## src/rtl/lock_sup_pkg.sv

```systemverilog
package lock_sup_pkg;

  typedef enum logic [1:0] {
    ST_RESET  = 2'd0,
    ST_WAIT   = 2'd1,
    ST_LOCKED = 2'd2,
    ST_LOST   = 2'd3
  } supState_e;

  // control -> datapath
  typedef struct packed {
    logic countRst;
    logic countWait;
    logic bumpLost;
    logic bumpRetry;
  } supStrobe_t;

  // datapath -> control
  typedef struct packed {
    logic rstDone;
    logic stableDone;
    logic timedOut;
    logic lockedSync;
  } supStatus_t;

endpackage

```

## src/rtl/lock_sup_dp.sv

```systemverilog
module lock_sup_dp
  import lock_sup_pkg::*;
#(
  parameter int SYNC_STAGES   = 2,
  parameter int RST_CYCLES    = 16,
  parameter int STABLE_CYCLES = 64,
  parameter int LOCK_TIMEOUT  = 4096,
  parameter int LOST_W        = 8,
  parameter int RETRY_W       = 8
) (
  input  logic               clk,
  input  logic               rst_n,
  input  logic               lockedIn,
  input  supStrobe_t         strobe,
  output supStatus_t         status,
  output logic [LOST_W-1:0]  lostCount,
  output logic [RETRY_W-1:0] retryCount
);

  localparam int RstW   = $clog2(RST_CYCLES + 1);
  localparam int StabW  = $clog2(STABLE_CYCLES + 1);
  localparam int ToW    = $clog2(LOCK_TIMEOUT + 1);
  localparam logic [LOST_W-1:0]  LostMax  = '1;
  localparam logic [RETRY_W-1:0] RetryMax = '1;

  logic [SYNC_STAGES-1:0] syncQ;
  logic [RstW-1:0]        rstCnt;
  logic [StabW-1:0]       stableCnt;
  logic [ToW-1:0]         toCnt;
  logic                   lockedSync;

  // synchronizer chain for the asynchronous lock indication
  always_ff @(posedge clk or negedge rst_n) begin
    if (!rst_n) syncQ <= '0;
    else        syncQ <= {syncQ[SYNC_STAGES-2:0], lockedIn};
  end
  assign lockedSync = syncQ[SYNC_STAGES-1];

  // length of the synthesizer reset phase
  always_ff @(posedge clk or negedge rst_n) begin
    if (!rst_n)              rstCnt <= '0;
    else if (strobe.countRst) rstCnt <= rstCnt + 1'b1;
    else                     rstCnt <= '0;
  end

  // consecutive-lock run, cleared by any low sample
  always_ff @(posedge clk or negedge rst_n) begin
    if (!rst_n)                             stableCnt <= '0;
    else if (strobe.countWait && lockedSync) stableCnt <= stableCnt + 1'b1;
    else                                    stableCnt <= '0;
  end

  // acquisition timeout
  always_ff @(posedge clk or negedge rst_n) begin
    if (!rst_n)               toCnt <= '0;
    else if (strobe.countWait) toCnt <= toCnt + 1'b1;
    else                      toCnt <= '0;
  end

  // saturating event counters
  always_ff @(posedge clk or negedge rst_n) begin
    if (!rst_n) begin
      lostCount  <= '0;
      retryCount <= '0;
    end else begin
      if (strobe.bumpLost && lostCount != LostMax)    lostCount  <= lostCount + 1'b1;
      if (strobe.bumpRetry && retryCount != RetryMax) retryCount <= retryCount + 1'b1;
    end
  end

  assign status.lockedSync = lockedSync;
  assign status.rstDone    = strobe.countRst && (rstCnt == RstW'(RST_CYCLES - 1));
  assign status.stableDone = strobe.countWait && lockedSync &&
                             (stableCnt == StabW'(STABLE_CYCLES - 1));
  assign status.timedOut   = strobe.countWait && (toCnt == ToW'(LOCK_TIMEOUT - 1));

  // a low synchronized sample restarts the run
  a_r3_run_restart: assert property (@(posedge clk) disable iff (!rst_n)
    (strobe.countWait && !lockedSync) |=> (stableCnt == '0));

  // loss counter steps by one below the top
  a_r7_lost_step: assert property (@(posedge clk) disable iff (!rst_n)
    (strobe.bumpLost && lostCount != LostMax) |=> (lostCount == $past(lostCount) + 1'b1));

  // loss counter never wraps
  a_r7_lost_sat: assert property (@(posedge clk) disable iff (!rst_n)
    (lostCount == LostMax) |=> (lostCount == LostMax));

  // retry counter never wraps
  a_r9_retry_sat: assert property (@(posedge clk) disable iff (!rst_n)
    (retryCount == RetryMax) |=> (retryCount == RetryMax));

endmodule

```

## src/rtl/lock_sup_ctrl.sv

```systemverilog
module lock_sup_ctrl
  import lock_sup_pkg::*;
(
  input  logic       clk,
  input  logic       rst_n,
  input  logic       rstReq,
  input  logic       autoRecover,
  input  supStatus_t status,
  output supStrobe_t strobe,
  output logic       synthRst,
  output logic       clkValid
);

  supState_e state, nextState;

  always_ff @(posedge clk or negedge rst_n) begin
    if (!rst_n) state <= ST_RESET;
    else        state <= nextState;
  end

  always_comb begin
    nextState        = state;
    strobe.countRst  = (state == ST_RESET) && !rstReq;
    strobe.countWait = (state == ST_WAIT) && !rstReq;
    strobe.bumpLost  = 1'b0;
    strobe.bumpRetry = 1'b0;
    if (rstReq) begin
      nextState = ST_RESET;
    end else begin
      unique case (state)
        ST_RESET: if (status.rstDone) nextState = ST_WAIT;
        ST_WAIT: begin
          if (status.stableDone) begin
            nextState = ST_LOCKED;
          end else if (status.timedOut) begin
            nextState        = ST_RESET;
            strobe.bumpRetry = 1'b1;
          end
        end
        ST_LOCKED: begin
          if (!status.lockedSync) begin
            nextState       = ST_LOST;
            strobe.bumpLost = 1'b1;
          end
        end
        ST_LOST: if (autoRecover) nextState = ST_RESET;
        default: nextState = ST_RESET;
      endcase
    end
  end

  assign synthRst = (state == ST_RESET);
  assign clkValid = (state == ST_LOCKED);

  // leaving the reset phase only once its length is reached
  a_r2_reset_length: assert property (@(posedge clk) disable iff (!rst_n)
    (state == ST_WAIT && $past(state) == ST_RESET) |-> $past(status.rstDone));

  // validity only after a complete stable run
  a_r3_valid_after_run: assert property (@(posedge clk) disable iff (!rst_n)
    $rose(clkValid) |-> $past(status.stableDone));

  // synchronized drop ends validity next cycle
  a_r5_drop_invalidates: assert property (@(posedge clk) disable iff (!rst_n)
    (state == ST_LOCKED && !status.lockedSync && !rstReq) |=> (!clkValid && state == ST_LOST));

  // auto recovery restarts the synthesizer
  a_r6_auto_restart: assert property (@(posedge clk) disable iff (!rst_n)
    (state == ST_LOST && autoRecover && !rstReq) |=> synthRst);

  // without auto recovery the lost state holds
  a_r8_lost_holds: assert property (@(posedge clk) disable iff (!rst_n)
    (state == ST_LOST && !autoRecover && !rstReq) |=> (state == ST_LOST));

  // a request always lands in the reset phase
  a_r10_request: assert property (@(posedge clk) disable iff (!rst_n)
    rstReq |=> synthRst);

endmodule

```

## src/rtl/clk_lock_supervisor.sv

```systemverilog
module clk_lock_supervisor
  import lock_sup_pkg::*;
#(
  parameter int SYNC_STAGES   = 2,
  parameter int RST_CYCLES    = 16,
  parameter int STABLE_CYCLES = 64,
  parameter int LOCK_TIMEOUT  = 4096,
  parameter int LOST_W        = 8,
  parameter int RETRY_W       = 8
) (
  input  logic               clk,
  input  logic               rst_n,
  input  logic               rstReq,
  input  logic               lockedIn,
  input  logic               autoRecover,
  output logic               synthRst,
  output logic               clkValid,
  output logic               downRst,
  output logic [LOST_W-1:0]  lostCount,
  output logic [RETRY_W-1:0] retryCount
);

  supStrobe_t strobe;
  supStatus_t status;

  lock_sup_ctrl u_ctrl (
    .clk         (clk),
    .rst_n       (rst_n),
    .rstReq      (rstReq),
    .autoRecover (autoRecover),
    .status      (status),
    .strobe      (strobe),
    .synthRst    (synthRst),
    .clkValid    (clkValid)
  );

  lock_sup_dp #(
    .SYNC_STAGES   (SYNC_STAGES),
    .RST_CYCLES    (RST_CYCLES),
    .STABLE_CYCLES (STABLE_CYCLES),
    .LOCK_TIMEOUT  (LOCK_TIMEOUT),
    .LOST_W        (LOST_W),
    .RETRY_W       (RETRY_W)
  ) u_dp (
    .clk        (clk),
    .rst_n      (rst_n),
    .lockedIn   (lockedIn),
    .strobe     (strobe),
    .status     (status),
    .lostCount  (lostCount),
    .retryCount (retryCount)
  );

  assign downRst = !clkValid;

  // downstream reset mirrors validity
  a_r4_down_inverse: assert property (@(posedge clk) disable iff (!rst_n)
    downRst != clkValid);

endmodule

```

## config.mk

```make
export PLATFORM = sky130hd
export DESIGN_NAME = clk_lock_supervisor
export DESIGN_NICKNAME = d
export VERILOG_FILES = /design/src/rtl/lock_sup_pkg.sv /design/src/rtl/lock_sup_dp.sv /design/src/rtl/lock_sup_ctrl.sv /design/src/rtl/clk_lock_supervisor.sv
export SDC_FILE = /design/constraint.sdc
export NUM_CORES = 1
export LEC_CHECK = 0
export ABC_CLOCK_PERIOD_IN_PS = 2600
export CORE_MARGIN = 2
export CORE_UTILIZATION = 40
export CTS_CLUSTER_SIZE = 12
export DETAILED_ROUTE_END_ITERATION = 8
export HOLD_SLACK_MARGIN = 0.02
export PLACE_DENSITY_LB_ADDON = 0.1
export SETUP_SLACK_MARGIN = 0.5
export SLEW_MARGIN = 40
export SYNTH_ARGS = -nofsm -noshare
export SYNTH_HDL_FRONTEND = slang
export SYNTH_SLANG_ARGS = --single-unit
```

## constraint.sdc

```tcl
create_clock -name clk -period 2.6 [get_ports clk]
set_input_delay 0.78 -clock clk [delete_from_list [all_inputs] [get_ports clk]]
set_output_delay 0.78 -clock clk [all_outputs]
set_load 0.03 [all_outputs]
```

=== After elaboration in Yosys (flattened, before gate mapping) ===
Index checks and enable logic that the tools add are counted.

* Muxes and demuxes: 16
* Equality and inequality tests: 12
* $add $sub $neg: 5
* Reductions and logical operators: 12

{| class="wikitable"
|+ Operators with widths
! operator !! count
|-
| $add 8x1->8 const B || 2
|-
| $ne 8x8->1 const B || 2
|-
| $mux 2 || 7
|-
| $add 13x1->13 const B || 1
|-
| $eq 13x12->1 const B || 1
|-
| $mux 13 || 1
|-
| $logic_and 1x1->1 || 8
|-
| $pmux 2 s4 || 1
|-
| $add 7x1->7 const B || 1
|-
| $eq 7x6->1 const B || 1
|-
| $mux 7 || 1
|-
| $ne 3x3->1 const B || 2
|-
| $add 5x1->5 const B || 1
|-
| $eq 5x4->1 const B || 1
|-
| $mux 1 || 5
|-
| $mux 5 || 1
|-
| $eq 2x2->1 const B || 2
|-
| $ne 4x4->1 const B || 1
|-
| $reduce_and 4->1 || 1
|-
| $ne 3x2->1 const B || 1
|-
| $eq 2x1->1 const B || 1
|-
| $logic_not 1->1 || 2
|-
| $logic_not 2->1 || 1
|}

* Bits in registers: 45
* Logic and storage cells: 52
* Output and inout bits: 19

=== Longest topological paths before layout ===
* Word-level depth: 8
* Gate-level depth with buffers: 6
* Gate-level depth less buffers: 5

=== By module ===
A second synthesis with hierarchy kept.

* Cells, all modules: 204
* Area total of the unflattened synthesis: 2142.1 µm²

{| class="wikitable"
|+ By module, submodules not included
! module !! cells an instance !! area each (µm²) !! sequential area each (µm²) !! times used
|-
| lock_sup_dp || 183 || 1970.6 || 1076.0 || 1
|-
| lock_sup_ctrl || 20 || 167.7 || 50.0 || 1
|-
| clk_lock_supervisor || 1 || 3.8 || 0.0 || 1
|}

=== Worst setup path after synthesis ===
Ideal clock, no wire load.

* Kind: input -> register
* From: input port rstReq
* To: register u_dp.retryCount[1]
* Setup time: 0.128 ns
* Stages on the path: 5
* Required time: 2.472 ns
* Path buffers: 1
* Arrival time: 2.322 ns
* Path slack: 0.151 ns
* Cell sequence: or4b_1 -> or4_1 -> buf_6 -> nor3_2 -> mux2_1

* Word-level cells in the longest chain between the ends: 8

{| class="wikitable"
|+ RTL lines
! what !! line !! RTL
|-
| start, declared || clk_lock_supervisor.sv:13 || <nowiki>input logic rstReq,</nowiki>
|-
| $logic_not 1->1 || lock_sup_ctrl.sv:24 || <nowiki>strobe.countWait = (state == ST_WAIT) && !rstReq;</nowiki>
|-
| $logic_and 1x1->1 || lock_sup_ctrl.sv:24 ||
|-
| $logic_and 1x1->1, on equally long branches || lock_sup_dp.sv:75, lock_sup_dp.sv:73 ||
|-
| $mux 1 or $logic_and 1x1->1 (tied branches) || lock_sup_ctrl.sv:35, lock_sup_dp.sv:73 ||
|-
| $mux 1 || lock_sup_ctrl.sv:33 || <nowiki>if (status.stableDone) begin</nowiki>
|-
| $mux 1 || lock_sup_ctrl.sv:30 || <nowiki>unique case (state)</nowiki>
|-
| $mux 2 * || lock_sup_ctrl.sv:27 || <nowiki>if (rstReq) begin</nowiki>
|-
| $logic_and 1x1->1 * || lock_sup_dp.sv:67 || <nowiki>if (strobe.bumpRetry && retryCount != RetryMax) retryCount <= retryCount + 1'b1;</nowiki>
|-
| end signal, assigned || lock_sup_dp.sv:67 ||
|-
| end, declared || lock_sup_dp.sv:17 || <nowiki>output logic [RETRY_W-1:0] retryCount</nowiki>
|}

Mark *: on every way between the ends. The rest lies on a longest branch, timed or not.
A chain may end at the register's enable or synchronous reset.

=== Final worst setup path ===
* From: input port rstReq
* To: register u_dp.retryCount[3]

The elaborated chain is that of the path after synthesis.

==> flow_metrics.tcl <==
set metrics [dict create \
    grt_max_degree 25 \
    reg2reg_to "u_dp.retryCount[3]" \
    grt.overflow.total 0 \
    initial_core_util_pct 41.6 \
    yosys_warnings 0 \
    syn_inst 190 \
    routed_via_density 5.12 \
    syn_to_final_growth_pct 25.7 \
    cts_root_buf "clkbuf_8" \
    antenna_left 0 \
    multi_input_area_um2 1010 \
    postPlaceCellArea_um2 2500 \
    hold_class "flip-flop to flip-flop" \
    cp-end-kind "flip-flop" \
    mostFrequentLayoutCell "dfrtp_1" \
    num_rows 26 \
    gp_congestion 0.778 \
    grt_usage_pct 14.9 \
    max-slew-margin-rel_pct 58.4 \
    core_um2 5110 \
    fmax_ghz 0.452 \
    regArea_um2 1130 \
    r2r_cells 6 \
    tightestPinTransition_ps 624 \
    timing.final.ws_setup_ps 389 \
    startpoint_type "input pin" \
    synth.avg_cell_area_um2 11.2 \
    p_per_area_nw_per_um2 455 \
    rsz0062_at_grt "true" \
    fp.dieArea_um2 5910 \
    clockBufferDepth 2 \
    yosysSeqAreaShare_pct 53.0 \
    port_buffers 23 \
    grt_pass1_wl_um 7200 \
    fill_cells 480 \
    ys_seq_elements 45 \
    power_leakage_nw 1.23 \
    syn_nets 201 \
    die_y_um 76.9 \
    power_mw 1.22 \
    drv_slew 0 \
    die_width_um 76.9 \
    grt_pass1_vias 1559 \
    path_class "input pin to flip-flop" \
    ios 24 \
    setup_violations 0 \
    pre_cts_ws_ps -381 \
    drive_gt1_share_pct 18.3 \
    hold_end "u_dp.syncQ[1]" \
    nets 239 \
    drc 0 \
    irDropWorstVdd_v 0.000285 \
    hold_viol 0 \
    htreeDepth 2 \
    cts_tree "done" \
    arrival_ps 2430 \
    finalClockSkew_ps 4.73 \
    clock-sinks 45 \
    clk_pin_slew_ps 80 \
    rrSetupSlack_ps 500 \
    cap_violations 0 \
    worstHoldStart "u_dp.syncQ[0]" \
    dpl.hpwl_um 2870 \
    finalInstanceArea_um2 2670 \
    wl_um 3990 \
    final_cell_mix "dfrtp_1 (43), nor2_1 (23), xor2_1 (17)" \
    path_max_fanout 6 \
    wl_per_cell_um 13.3 \
    grt_antenna_before_repair 0 \
    finalCritPeriodShare_pct 85.0 \
    whs_path_depth 0 \
    syn_area_um2 2120 \
    cts-buffers-inserted 5 \
    fin_crit_ps 2210 \
    dr.pass1.iters 4 \
    clock_latency_ps 290 \
    synth_cell_types 34 \
    worstPathRequired_ps 2820 \
    drt-initial-drc-count 93 \
    status "complete, no violations" \
    antenna_cells 0 \
    num_vias 1532 \
    r2r-start "u_ctrl.state[1]" \
]
## how the worst max path moves through the flow
stage / slack (ps) / startpoint / end / depth (start not counted)
final: 390 / rstReq / u_dp.retryCount[3] / 7
after global routing: 350 / rstReq / u_dp.retryCount[5] / 7
after CTS: 330 / rstReq / u_dp.retryCount[2] / 6
after detailed placement: -380 / rstReq / u_dp.retryCount[4] / 6
after global placement: -310 / rstReq / u_dp.retryCount[5] / 6
after floorplan: 180 / rstReq / u_dp.retryCount[1] / 5
## worst max-delay path: stages
cell and delay (ps):
buf_6 90, or4b_1 470, or4_4 480, buf_8 170, buf_4 140, nor4_4 130, xor2_1 170
## cell families after synthesis
logic type | synth area share, %
AO/OA/AOI/OAI | 4.48
multiplexers | 1.06
AND/OR/NAND/NOR | 24.1
flip-flops | 53.0
buffers and inverters | 2.30
XOR/XNOR | 11.5
adder cells (fa/ha/maj) | 3.53
## synth_stat cells
master     count  share of area (%)
a21oi_1        6                1.4
a311oi_2       1               0.71
a31oi_2        1               0.59
a32oi_1        1               0.41
and3_1         5                1.5
and4_1         5                2.1
buf_4          1               0.35
buf_6          1               0.53
clkbuf_1       3               0.53
dfrtp_1       45                 53
ha_1           6                3.5
inv_1          5               0.88
mux2_1         1               0.53
mux2_2         1               0.53
nand2_1       10                1.8
nand2b_1       1               0.29
nand3_1       13                3.1
nand4_1        5                1.5
nand4bb_1      1               0.53
nor2_1        23                4.1
nor2b_1        1               0.29
nor3_1         5                1.2
nor3_2         1               0.47
nor4_2         5                2.9
nor4_4         1                1.0
nor4b_2        1               0.71
o21ai_0        4               0.94
o2bb2ai_1      1               0.41
or3_1          5                1.5
or4_1          1               0.35
or4b_1         1               0.47
or4b_2         1               0.47
xnor2_1       11                4.5
xor2_1        17                7.0
## metal layers
metal	routed length [um]	track usage [%]
met1	1770	18.4
met2	2050	26.1
met3	116	2.59
met4	57	5.45
met5	0	0
## stage by stage
step	util, %	cells	hold slack, ps	TNS, ps
6_report	52.3	299	353	0
3_5_place_dp	49.0	288	336	-2760
5_1_grt	52.3	299	360	0
3_3_place_gp	49.0	288	332	-2380
4_1_cts	51.8	297	356	0
2_1_floorplan	-	190	331	0
## registers in the layout, summed over array words and instances, names as in the netlist
name             cells
u_ctrl.state         2
u_dp.retryCount      8
u_dp.stableCnt       7
u_dp.lostCount       8
u_dp.rstCnt          5
u_dp.syncQ           2
u_dp.toCnt          13
## final cells by class
class | count | share of cell area, %
sequential | 45 | 42.3
clock inverter | 1 | 0.187
multi-input combinational | 135 | 37.9
timing repair buffer | 36 | 12.0
inverter | 5 | 0.703
tap | 70 | 3.28
clock buffer | 7 | 3.61
## repair_timing
item                                    in CTS  in global routing
pin swaps                                    8                  6
endpoints found under the setup margin      36                 11
hold buffers                                 0                  0
buffers inserted                             1                  2
resized for setup                           38                  9
gates cloned                                 0                  0
hold endpoints to repair                     0                  0
## where the power goes
part	internal, mW	total [mW]	switching [mW]
clock network	0.240	0.473	0.233
registers	0.704	0.708	0.00376
logic	0.0133	0.0343	0.0210
total	0.958	1.22	0.258
Power figures use the tool's default switching activity.
